File: src/rtl/smb_pkg.sv
// Shared types and power-up values for the two-wire register slave.
package smb_pkg;
    // Bit-level phase of the protocol engine.
    typedef enum logic [2:0] {PH_IDLE, PH_RX, PH_RXACK, PH_TX, PH_TXACK} phase_t;
    // Meaning of the byte currently being received.
    typedef enum logic [1:0] {RL_ADDR, RL_CMD, RL_CNT, RL_DATA} role_t;

    // Power-up value of register idx; indices not listed reset to zero.
    function automatic logic [7:0] reg_default(input int idx);
        case (idx)
            0:       return 8'h01;
            1:       return 8'h85;
            2, 3:    return 8'hFF;
            default: return 8'h00;
        endcase
    endfunction
endpackage

File: src/rtl/smb_line_sync.sv
// Synchronises SCL and SDA into the system clock and flags SCL edges and
// start/stop conditions. Assumes each bus level lasts several clk cycles.
module smb_line_sync (
    input  logic clk,
    input  logic rst_n,
    input  logic scl_i,
    input  logic sda_i,
    output logic scl_o,
    output logic sda_o,
    output logic scl_rise,
    output logic scl_fall,
    output logic start_det,
    output logic stop_det
);
    logic [1:0] scl_ff, sda_ff;
    logic       scl_q, sda_q;

    // Two-flop synchronisers plus one history stage; the idle bus is high.
    always_ff @(posedge clk) begin
        if (!rst_n) begin
            scl_ff <= 2'b11;
            sda_ff <= 2'b11;
            scl_q  <= 1'b1;
            sda_q  <= 1'b1;
        end else begin
            scl_ff <= {scl_ff[0], scl_i};
            sda_ff <= {sda_ff[0], sda_i};
            scl_q  <= scl_ff[1];
            sda_q  <= sda_ff[1];
        end
    end

    assign scl_o     = scl_ff[1];
    assign sda_o     = sda_ff[1];
    assign scl_rise  = scl_ff[1] & ~scl_q;
    assign scl_fall  = ~scl_ff[1] & scl_q;
    assign start_det = scl_ff[1] & scl_q & sda_q & ~sda_ff[1];
    assign stop_det  = scl_ff[1] & scl_q & ~sda_q & sda_ff[1];
endmodule

File: src/rtl/smb_regs.sv
// Bank of NREG 8-bit registers with one write port, one combinational read
// port and a flat view of all contents. Out-of-range reads return zero.
module smb_regs import smb_pkg::*; #(
    parameter int NREG = 8,
    parameter int AW   = 7
) (
    input  logic              clk,
    input  logic              rst_n,
    input  logic              wr_en,
    input  logic [AW-1:0]     wr_idx,
    input  logic [7:0]        wr_data,
    input  logic [AW-1:0]     rd_idx,
    output logic [7:0]        rd_data,
    output logic [NREG*8-1:0] regs_flat
);
    logic [NREG*8-1:0] regs_q;
    logic              was_rst;

    // Register storage: defaults on reset, otherwise the addressed write.
    always_ff @(posedge clk) begin
        for (int i = 0; i < NREG; i++) begin
            if (!rst_n)
                regs_q[i*8 +: 8] <= reg_default(i);
            else if (wr_en && wr_idx == AW'(i))
                regs_q[i*8 +: 8] <= wr_data;
        end
    end

    // Read mux; an index past the bank yields zero.
    always_comb begin
        rd_data = 8'h00;
        for (int i = 0; i < NREG; i++)
            if (rd_idx == AW'(i)) rd_data = regs_q[i*8 +: 8];
    end

    assign regs_flat = regs_q;

    // Tracks the cycle that follows a reset cycle, for the default check.
    always_ff @(posedge clk) was_rst <= !rst_n;

    always_ff @(posedge clk) begin
        if (rst_n && was_rst)
            for (int i = 0; i < NREG; i++)
                assert_reset_defaults_R8: assert (regs_q[i*8 +: 8] == reg_default(i))
                    else $error("register %0d not at default after reset", i);
    end

    assert_write_in_range_R9: assert property (@(posedge clk) disable iff (!rst_n)
        wr_en |-> (int'(wr_idx) < NREG));

    for (genvar g = 0; g < NREG; g++) begin : g_wchk
        assert_write_lands_R3: assert property (@(posedge clk) disable iff (!rst_n)
            (wr_en && wr_idx == AW'(g)) |=> (regs_q[g*8 +: 8] == $past(wr_data)));
    end
endmodule

File: src/rtl/smb_regbank.sv
// Two-wire bus slave giving a host byte and block access to a register bank.
// Assumes clk is at least ~10x the SCL rate; no clock stretching or PEC.
module smb_regbank import smb_pkg::*; #(
    parameter int         NREG     = 8,
    parameter logic [6:0] DEV_ADDR = 7'h69
) (
    input  logic              clk,
    input  logic              rst_n,
    input  logic              scl_i,
    input  logic              sda_i,
    output logic              sda_drive_low,
    output logic [NREG*8-1:0] cfg_regs_o
);
    localparam int            AW       = 7;
    localparam logic [AW-1:0] LAST_IDX = AW'(NREG - 1);
    localparam logic [7:0]    CNT_BYTE = 8'(NREG);

    logic scl_s, sda_s, scl_rise, scl_fall, start_det, stop_det;
    phase_t        phase;
    role_t         role;
    logic [2:0]    bcnt;
    logic [6:0]    rx_sr, tx_sr;
    logic [7:0]    rx_byte, wr_left, rd_data, next_tx;
    logic [AW-1:0] ptr, wr_idx;
    logic [7:0]    wr_data;
    logic          wr_en, byte_mode, byte_done, rd_next, cnt_pend, mack, drive, in_range;

    smb_line_sync u_sync (
        .clk(clk), .rst_n(rst_n), .scl_i(scl_i), .sda_i(sda_i),
        .scl_o(scl_s), .sda_o(sda_s), .scl_rise(scl_rise), .scl_fall(scl_fall),
        .start_det(start_det), .stop_det(stop_det)
    );

    smb_regs #(.NREG(NREG), .AW(AW)) u_regs (
        .clk(clk), .rst_n(rst_n), .wr_en(wr_en), .wr_idx(wr_idx), .wr_data(wr_data),
        .rd_idx(ptr), .rd_data(rd_data), .regs_flat(cfg_regs_o)
    );

    assign rx_byte  = {rx_sr, sda_s};
    assign in_range = (ptr <= LAST_IDX);
    assign next_tx  = cnt_pend ? CNT_BYTE : rd_data;

    // Protocol engine: byte framing, address/command decode, ack and read data.
    always_ff @(posedge clk) begin
        wr_en <= 1'b0;
        if (!rst_n) begin
            phase <= PH_IDLE;   role <= RL_ADDR;    bcnt <= '0;
            rx_sr <= '0;        tx_sr <= '0;        ptr <= '0;
            byte_mode <= 1'b0;  byte_done <= 1'b0;  wr_left <= '0;
            rd_next <= 1'b0;    cnt_pend <= 1'b0;   mack <= 1'b0;
            drive <= 1'b0;      wr_idx <= '0;       wr_data <= '0;
        end else if (start_det) begin
            phase <= PH_RX;
            role  <= RL_ADDR;
            bcnt  <= '0;
            drive <= 1'b0;
        end else if (stop_det) begin
            phase <= PH_IDLE;
            drive <= 1'b0;
        end else begin
            case (phase)
                PH_RX: if (scl_rise) begin
                    rx_sr <= rx_byte[6:0];
                    bcnt  <= bcnt + 3'd1;
                    if (bcnt == 3'd7) begin
                        phase <= PH_RXACK;
                        case (role)
                            RL_ADDR: begin
                                role    <= RL_CMD;
                                rd_next <= rx_byte[0];
                                if (rx_byte[7:1] != DEV_ADDR) phase <= PH_IDLE;
                            end
                            RL_CMD: begin
                                byte_mode <= rx_byte[7];
                                byte_done <= 1'b0;
                                cnt_pend  <= ~rx_byte[7];
                                ptr       <= rx_byte[7] ? rx_byte[6:0] : '0;
                                role      <= rx_byte[7] ? RL_DATA : RL_CNT;
                            end
                            RL_CNT: begin
                                wr_left <= rx_byte;
                                role    <= RL_DATA;
                            end
                            default: begin
                                wr_idx  <= ptr;
                                wr_data <= rx_byte;
                                if (byte_mode) begin
                                    wr_en     <= !byte_done && in_range;
                                    byte_done <= 1'b1;
                                end else begin
                                    wr_en <= (wr_left != 8'd0) && in_range;
                                    if (wr_left != 8'd0) wr_left <= wr_left - 8'd1;
                                    if (in_range) ptr <= ptr + AW'(1);
                                end
                            end
                        endcase
                    end
                end
                PH_RXACK: if (scl_fall) begin
                    if (!drive) begin
                        drive <= 1'b1;
                    end else if (rd_next) begin
                        phase <= PH_TX;
                        bcnt  <= '0;
                        tx_sr <= next_tx[6:0];
                        drive <= ~next_tx[7];
                        if (cnt_pend) cnt_pend <= 1'b0;
                        else if (in_range) ptr <= ptr + AW'(1);
                    end else begin
                        phase <= PH_RX;
                        bcnt  <= '0;
                        drive <= 1'b0;
                    end
                end
                PH_TX: if (scl_fall) begin
                    if (bcnt == 3'd7) begin
                        drive <= 1'b0;
                        mack  <= 1'b0;
                        phase <= PH_TXACK;
                    end else begin
                        bcnt  <= bcnt + 3'd1;
                        drive <= ~tx_sr[6];
                        tx_sr <= {tx_sr[5:0], 1'b0};
                    end
                end
                PH_TXACK: if (scl_rise) begin
                    if (sda_s) phase <= PH_IDLE;
                    else       mack  <= 1'b1;
                end else if (scl_fall && mack) begin
                    phase <= PH_TX;
                    bcnt  <= '0;
                    tx_sr <= next_tx[6:0];
                    drive <= ~next_tx[7];
                    if (cnt_pend) cnt_pend <= 1'b0;
                    else if (in_range) ptr <= ptr + AW'(1);
                end
                default: ;
            endcase
        end
    end

    assign sda_drive_low = drive;

    assert_sda_moves_scl_low_R10: assert property (@(posedge clk) disable iff (!rst_n)
        (drive != $past(drive)) |-> ($past(!scl_s) || $past(start_det) || $past(stop_det)));

    assert_idle_releases_R1: assert property (@(posedge clk) disable iff (!rst_n)
        (phase == PH_IDLE) |-> !sda_drive_low);

    assert_start_restarts_R11: assert property (@(posedge clk) disable iff (!rst_n)
        start_det |=> (phase == PH_RX && role == RL_ADDR && bcnt == 3'd0 && !sda_drive_low));
endmodule

File: config.mk
export PLATFORM = sky130hd
export DESIGN_NAME = smb_regbank
export DESIGN_NICKNAME = d
export VERILOG_FILES = /design/src/rtl/smb_pkg.sv /design/src/rtl/smb_line_sync.sv /design/src/rtl/smb_regs.sv /design/src/rtl/smb_regbank.sv
export SDC_FILE = /design/constraint.sdc
export NUM_CORES = 1
export LEC_CHECK = 0
export BUFFER_PORTS_ARGS = -buffer_cell sky130_fd_sc_hd__buf_2
export CORE_MARGIN = 2
export CORE_UTILIZATION = 50
export CTS_BUF_LIST = sky130_fd_sc_hd__clkbuf_8
export DETAILED_ROUTE_END_ITERATION = 8
export GPL_TIMING_DRIVEN = 1
export PLACE_DENSITY = 0.8
export SLEW_MARGIN = 30
export SYNTH_ARGS = -nofsm -noshare
export SYNTH_HDL_FRONTEND = slang
export SYNTH_HIERARCHICAL = 1
export SYNTH_SLANG_ARGS = --single-unit
export TNS_END_PERCENT = 20
File: constraint.sdc
create_clock -name clk -period 3.2 [get_ports clk]
set_input_delay 0.48 -clock clk [delete_from_list [all_inputs] [get_ports clk]]
set_output_delay 0.48 -clock clk [all_outputs]
set_load 0.01 [all_outputs]
==> results of run 1 <==
==> state kept, by name, summed over array words and instances, names as in the netlist <==
| name | cells |
|---|---|
| u_sync/scl_ff | 2 |
| wr_left | 8 |
| phase | 3 |
| sda_drive_low | 1 |
| mack | 1 |
| cnt_pend | 1 |
| u_regs/regs_flat | 64 |
| rd_next | 1 |
| ptr | 7 |
| wr_idx | 7 |
| role | 2 |
| u_sync/scl_q | 1 |
| u_sync/sda_q | 1 |
| byte_done | 1 |
| tx_sr | 7 |
| rx_sr | 7 |
| u_sync/sda_ff | 2 |
| bcnt | 3 |
| wr_data | 8 |
| byte_mode | 1 |
| wr_en | 1 |
==> cells by family (layout without fill, tap and decap cells) <==
| family | after synthesis | after routing | share of synthesized area, % |
|---|---|---|---|
| mux | 52 | 52 | 9.65 |
| buf+inv | 64 | 124 | 4.51 |
| compound gates | 172 | 172 | 17.9 |
| xor+xnor | 1 | 1 | 0.140 |
| fa+ha+maj | 10 | 10 | 2.00 |
| flops | 129 | 129 | 41.2 |
| simple gates | 283 | 283 | 24.6 |
==> worst register-to-register path, stage by stage (launching register included) <==
cell and delay [ns]:
dfxtp_1 0.54, and4b_1 0.27, or2_0 0.41, a221oi_2 0.40, o21a_1 0.48, nor2_1 0.09
a211oi_1 0.24
==> cells in the mapped netlist, drive strengths merged, types with 8 or more instances <==
library cell and number:
a21oi 43, inv 14, nor3b 8, buf 18, a211oi 9, nor2b 8, nand2b 17, nand2 76
nand3 66, ha 10, nor2 38, o21ai 56, mux2i 42, dfxtp 129, clkbuf 31, nor3 14
nand3b 8
==> path summary, 6_finish.rpt <==
path,startpoint,to,slack [ns]
hold reg to reg,u_sync/scl_ff[0],u_sync/scl_ff[1],0.41
setup reg to reg,u_sync/sda_ff[1],tx_sr[6],0.69
hold / removal,scl_i,u_sync/scl_ff[0],0.21
setup / recovery,u_sync/sda_ff[1],tx_sr[6],0.69
==> metrics by stage <==
| stage | utilization (%) | area [um2] | hold slack, ns | setup WS [ns] | cells |
|---|---|---|---|---|---|
| after floorplan | - | 6260 | 0.386 | 0.981 | 711 |
| after global placement | 54.9 | 6660 | 0.389 | 0.814 | 907 |
| after detailed placement | 54.9 | 6660 | 0.397 | 0.757 | 907 |
| after CTS | 58.2 | 7050 | 0.194 | 0.742 | 939 |
| after global routing | 58.2 | 7050 | 0.214 | 0.470 | 939 |
| final | 58.2 | 7050 | 0.208 | 0.687 | 939 |
==> power by group through the flow <==
stage	Sequential [mW]	Clock, mW	Combinational [mW]
floorplan	1.65	0	0.0484
global placement	1.65	0	0.0553
detailed placement	1.65	0	0.0570
CTS	1.61	1.39	0.0571
global route	1.61	1.47	0.0633
finish	1.61	1.38	0.0579
==> layer usage <==
metal,vias to the layer above,global-route usage (%),routed length [um]
li1,2717,-,-
met1,2769,32.1,7030
met2,250,41.2,8140
met3,34,5.86,1200
met4,0,8.41,289
met5,-,0,0
==> final cells by class <==
class / count / area share (%)
clock buffer: 17 / 3.32
clock inverter: 15 / 2.25
inverter: 15 / 0.799
multi-input combinational: 518 / 48.2
sequential: 129 / 36.6
tap: 168 / 2.98
timing repair buffer: 77 / 5.79
==> cells in the final DEF, fill, tap and decap left out, drive strengths merged, types with 8 or more instances in the layout <==
master and n:
nand2 76, buf 77, a21oi 43, nand2b 17
nand3b 8, nor3b 8, dfxtp 129, clkbuf 17
nor2 38, inv 18, mux2i 42, nor3 14
nand3 66, o21ai 56, nor2b 8, ha 10
a211oi 9
==> impl_metrics.env, run 1 <==
export IMPL_num_nets_final=772
export IMPL_slew_violations=0
export IMPL_crit_family="compound AO/OA/AOI/OAI gates"
export IMPL_cts_resized=0
export IMPL_crit_path_end_kind="register"
export IMPL_grt_pass1_vias=5207
export IMPL_syn_nets=725
export IMPL_clk_pin_slew_worst_paths_ns=0.08
export IMPL_antenna_found_initial=0
export IMPL_p_sw_mw=0.730
export IMPL_rsz0062_at_grt="false"
export IMPL_cts_root_buf="clkbuf_8"
export IMPL_p_total_mw=3.05
export IMPL_tightest_slew_ns=0.928
export IMPL_syn_area_um2=6260
export IMPL_fin_crit_sh_pct=78.5
export IMPL_drive_above_1_share_pct=17.0
export IMPL_critPathMaxStageDelay_ns=0.54
export IMPL_ir_worst_vdd_mv=0.391
export IMPL_fill_cells=1120
export IMPL_post_dp_hpwl_mm=11.6
export IMPL_start_kind="register"
export IMPL_postRouteAntennaNets=0
export IMPL_period_minus_slack_ns=2.51
export IMPL_drv_cap=0
export IMPL_p_seq_share_pct=52.9
export IMPL_firstDrtPassIters=5
export IMPL_power_frac_comb_pct=1.9
export IMPL_p_per_area_nw_per_um2=433
export IMPL_drt_iter0_drc=518
export IMPL_critical_path_depth=6
export IMPL_status="finished, final reports clean"
export IMPL_cts_made_buffers=17
export IMPL_yosysTopAreaCell="dfxtp_1"
export IMPL_ys_seq_area_share_pct=41.2
export IMPL_grt_pass1_wl_mm=26.3
export IMPL_grt_max_degree=91
export IMPL_path_cells="and4b_1 -> or2_0 -> a221oi_2 -> o21a_1 -> nor2_1 -> a211oi_1"
export IMPL_synth_warnings=6
export IMPL_worst_setup_path_type="register to register"
export IMPL_track_usage_pct=24.9
export IMPL_area_growth_syn_to_layout_pct=12.5
export IMPL_whs_path_depth=2
export IMPL_drt_total_wl_mm=16.7
export IMPL_fp_dieH_um=116
export IMPL_initial_core_util_pct=51.7
export IMPL_finalClockSkew_ns=0.0106
export IMPL_fp_dieArea_um2=13400
export IMPL_rows=40
export IMPL_pin_count=69
export IMPL_p_leak_nw=2.77
export IMPL_internal_power_mw=2.32
export IMPL_clock_fmax_mhz=398
export IMPL_setup_tns_ns=0
export IMPL_synth_edf_count=0
export IMPL_seqCellArea_um2=2580
export IMPL_ys_flop_type="dfxtp_1"
export IMPL_cts_setup_buffers=0
export IMPL_wire_per_inst_um=17.7
export IMPL_synth_seq_cells=129
export IMPL_cp_slowest_cell="dfxtp_1"
export IMPL_swShare_pct=23.9
export IMPL_clk_latency_ns=0.45
export IMPL_drc=0
export IMPL_synth_area_top_cells="dfxtp_1, mux2i_1, nand3_1"
export IMPL_cp_data_required_time_ns=3.55
export IMPL_ys_async_sr_fraction_pct=0
export IMPL_htree_num_levels=4
export IMPL_avgSynthCellArea_um2=8.81
export IMPL_setup_viol=0
export IMPL_cts_tree="built"
export IMPL_synth_top_cell_area_share_pct=41.2
export IMPL_ys_types=72
export IMPL_worstPathMaxFanout=14
export IMPL_overflow=0
export IMPL_cp_num_buf_inv=0
export IMPL_max_slew_margin_rel_pct=38.2
export IMPL_core_area_um2=12100
export IMPL_multiInputGateArea_um2=3400
export IMPL_syn_instance_count=711
export IMPL_cp_arrival_ns=2.87
export IMPL_n_antenna_cell=0
export IMPL_cts_hold_buf=0
export IMPL_ff2ff_path_depth=6
export IMPL_clock_power_share_pct=45.2
export IMPL_ctsLongestPathBuffers=2
export IMPL_hold_path_class="input port to register"
export IMPL_viasPerCell=6.14
export IMPL_portBuffers=68
export IMPL_die_w_um=116
export IMPL_hold_viol=0
export IMPL_place_gp_congestion=0.895
export IMPL_via_count=5770
export IMPL_clock_sinks=129
Note: power is estimated with default switching activity, not from simulation.
==> run 2: changes to the inputs <==
==> constraint.sdc (replaced) <==
create_clock -name clk -period 2.5 [get_ports clk]
set_input_delay 0.375 -clock clk [delete_from_list [all_inputs] [get_ports clk]]
set_output_delay 0.375 -clock clk [all_outputs]
set_load 0.01 [all_outputs]
==> run 2 against run 1 <==
Against the previous run: count of clock-buffer cells in the layout grew 2; setup slack lost 0.50 ns; global-route usage grew 0.19 points; largest power group unchanged; routed wire length grew 0.68%; die area is the same; register-to-register slack lost 0.50 ns; sequential share of layout area shrank 0.40 points; flip-flop and latch count is the same; total power grew 27%; largest cell class unchanged; cell count grew 0.75%.
==> impl_metrics.env, run 2 (synthesis results as in run 1) <==
export IMPL_rr_endpoint="tx_sr[4]"
export IMPL_r2r_slack_ns=0.18
export IMPL_hp_start="sda_i"
export IMPL_post_dp_cell_area_um2=6750
export IMPL_via_count=5831
export IMPL_fp_dieArea_um2=13400
export IMPL_clk_latency_ns=0.45
export IMPL_grt_pass1_wl_mm=26.4
export IMPL_cts_resized=0
export IMPL_whs_path_depth=2
export IMPL_antenna_found_initial=0
export IMPL_postLayoutCellArea_um2=7130
export IMPL_min_to="u_sync/sda_ff[0]"
export IMPL_die_w_um=116
export IMPL_clock_fmax_mhz=432
export IMPL_finalClockSkew_ns=0.0184
export IMPL_drive_above_1_share_pct=17.9
export IMPL_pin_count=69
export IMPL_drc=0
export IMPL_rows=40
export IMPL_final_cell_mix="dfxtp_1, nand2_1, buf_2"
export IMPL_start_kind="register"
export IMPL_cts_root_buf="clkbuf_8"
export IMPL_firstDrtPassIters=6
export IMPL_grt_max_degree=95
export IMPL_n_antenna_cell=0
export IMPL_fp_dieH_um=116
export IMPL_layout_commonest_cell="dfxtp_1"
export IMPL_period_minus_slack_ns=2.32
export IMPL_num_nets_final=781
export IMPL_cp_arrival_ns=2.67
export IMPL_slew_violations=0
export IMPL_ff2ff_path_depth=7
export IMPL_clk_pin_slew_worst_paths_ns=0.08
export IMPL_overflow=0
export IMPL_clock_sinks=129
export IMPL_viasPerCell=6.16
export IMPL_status="finished, final reports clean"
export IMPL_post_dp_hpwl_mm=11.7
export IMPL_cp_data_required_time_ns=2.85
export IMPL_setup_tns_ns=0
export IMPL_initial_core_util_pct=51.7
export IMPL_portBuffers=68
export IMPL_p_per_area_nw_per_um2=542
export IMPL_postRouteAntennaNets=0
export IMPL_tightest_slew_ns=0.682
export IMPL_r2r_start="ptr[5]"
export IMPL_largest_reg_flops=64
export IMPL_p_leak_nw=2.83
export IMPL_drt_total_wl_mm=16.8
export IMPL_fin_crit_sh_pct=92.6
export IMPL_wire_per_inst_um=17.7
export IMPL_worstPathMaxFanout=11
export IMPL_cts_tree="built"
export IMPL_ctsLongestPathBuffers=2
export IMPL_grt_pass1_vias=5337
export IMPL_cts_made_buffers=17
export IMPL_hold_viol=0
export IMPL_area_growth_syn_to_layout_pct=13.8
export IMPL_crit_path_end_kind="register"
export IMPL_track_usage_pct=25.1
export IMPL_htree_num_levels=4
export IMPL_ir_worst_vdd_mv=0.271
export IMPL_max_slew_margin_rel_pct=54.4
export IMPL_cts_setup_buffers=0
export IMPL_cts_hold_buf=0
export IMPL_drt_iter0_drc=686
export IMPL_drv_cap=0
export IMPL_place_gp_congestion=0.896
export IMPL_setup_viol=0
export IMPL_rsz0062_at_grt="false"
export IMPL_worst_setup_path_type="register to register"
export IMPL_core_area_um2=12100
export IMPL_hold_path_class="input port to register"
-- run 2: how the worst max path moves through the flow --
stage               cells after the start       endpoint        startpoint  slack [ns]
floorplan                               7  sda_drive_low            ptr[1]        0.28
global placement                        6       tx_sr[3]  u_sync/sda_ff[1]        0.26
detailed placement                      6         ptr[6]  u_sync/sda_ff[1]        0.16
CTS                                     6       tx_sr[3]  u_sync/sda_ff[1]        0.15
global route                            5       phase[1]          phase[1]       0.009
finish                                  7       tx_sr[4]            ptr[5]        0.18
-- run 2: per-layer routing --
| layer | vias up | GRT usage (%) | routed length, um |
|---|---|---|---|
| met5 | - | 0 | 0 |
| met4 | 0 | 12.3 | 484 |
| met3 | 51 | 6.12 | 1290 |
| met2 | 274 | 40.9 | 8070 |
| met1 | 2778 | 31.1 | 6920 |
| li1 | 2728 | - | - |
-- run 2: critical path, stage by stage (launching register included) --
cell and delay (ns):
dfxtp_1 0.35, or4_4 0.64, or2_2 0.33, nor2_1 0.20, o2bb2ai_1 0.18, nor3b_1 0.22
a21oi_1 0.06, a211oi_1 0.25
-- run 2: cell type report --
type,count,area [um2]
clock buffers,19,262
well taps,168,210
flip-flops and latches,129,2580
multi-input cells,518,3400
inverters,15,56.3
clock inverters,11,115
repair buffers,86,500
fillers,1043,4980
-- run 2: power breakdown --
| group | total [mW] | switching (mW) | internal (mW) | leakage (nW) |
|---|---|---|---|---|
| sequential | 2.07 | 0.00631 | 2.06 | 1.04 |
| clock | 1.72 | 0.802 | 0.918 | 0.196 |
| combinational | 0.0812 | 0.0591 | 0.0222 | 1.59 |
| total | 3.87 | 0.868 | 3.00 | 2.83 |
-- run 2: metrics by stage --
stage / worst slack (ns) / utilization, % / hold slack [ns] / instances / power, mW
floorplan: 0.281 / - / 0.386 / 711 / 2.17
global placement: 0.263 / 55.7 / 0.389 / 916 / 2.19
detailed placement: 0.159 / 55.7 / 0.396 / 916 / 2.19
CTS: 0.147 / 58.8 / 0.0972 / 946 / 3.88
global route: 0.00918 / 58.9 / 0.0878 / 946 / 4.00
finish: 0.184 / 58.9 / 0.107 / 946 / 3.87
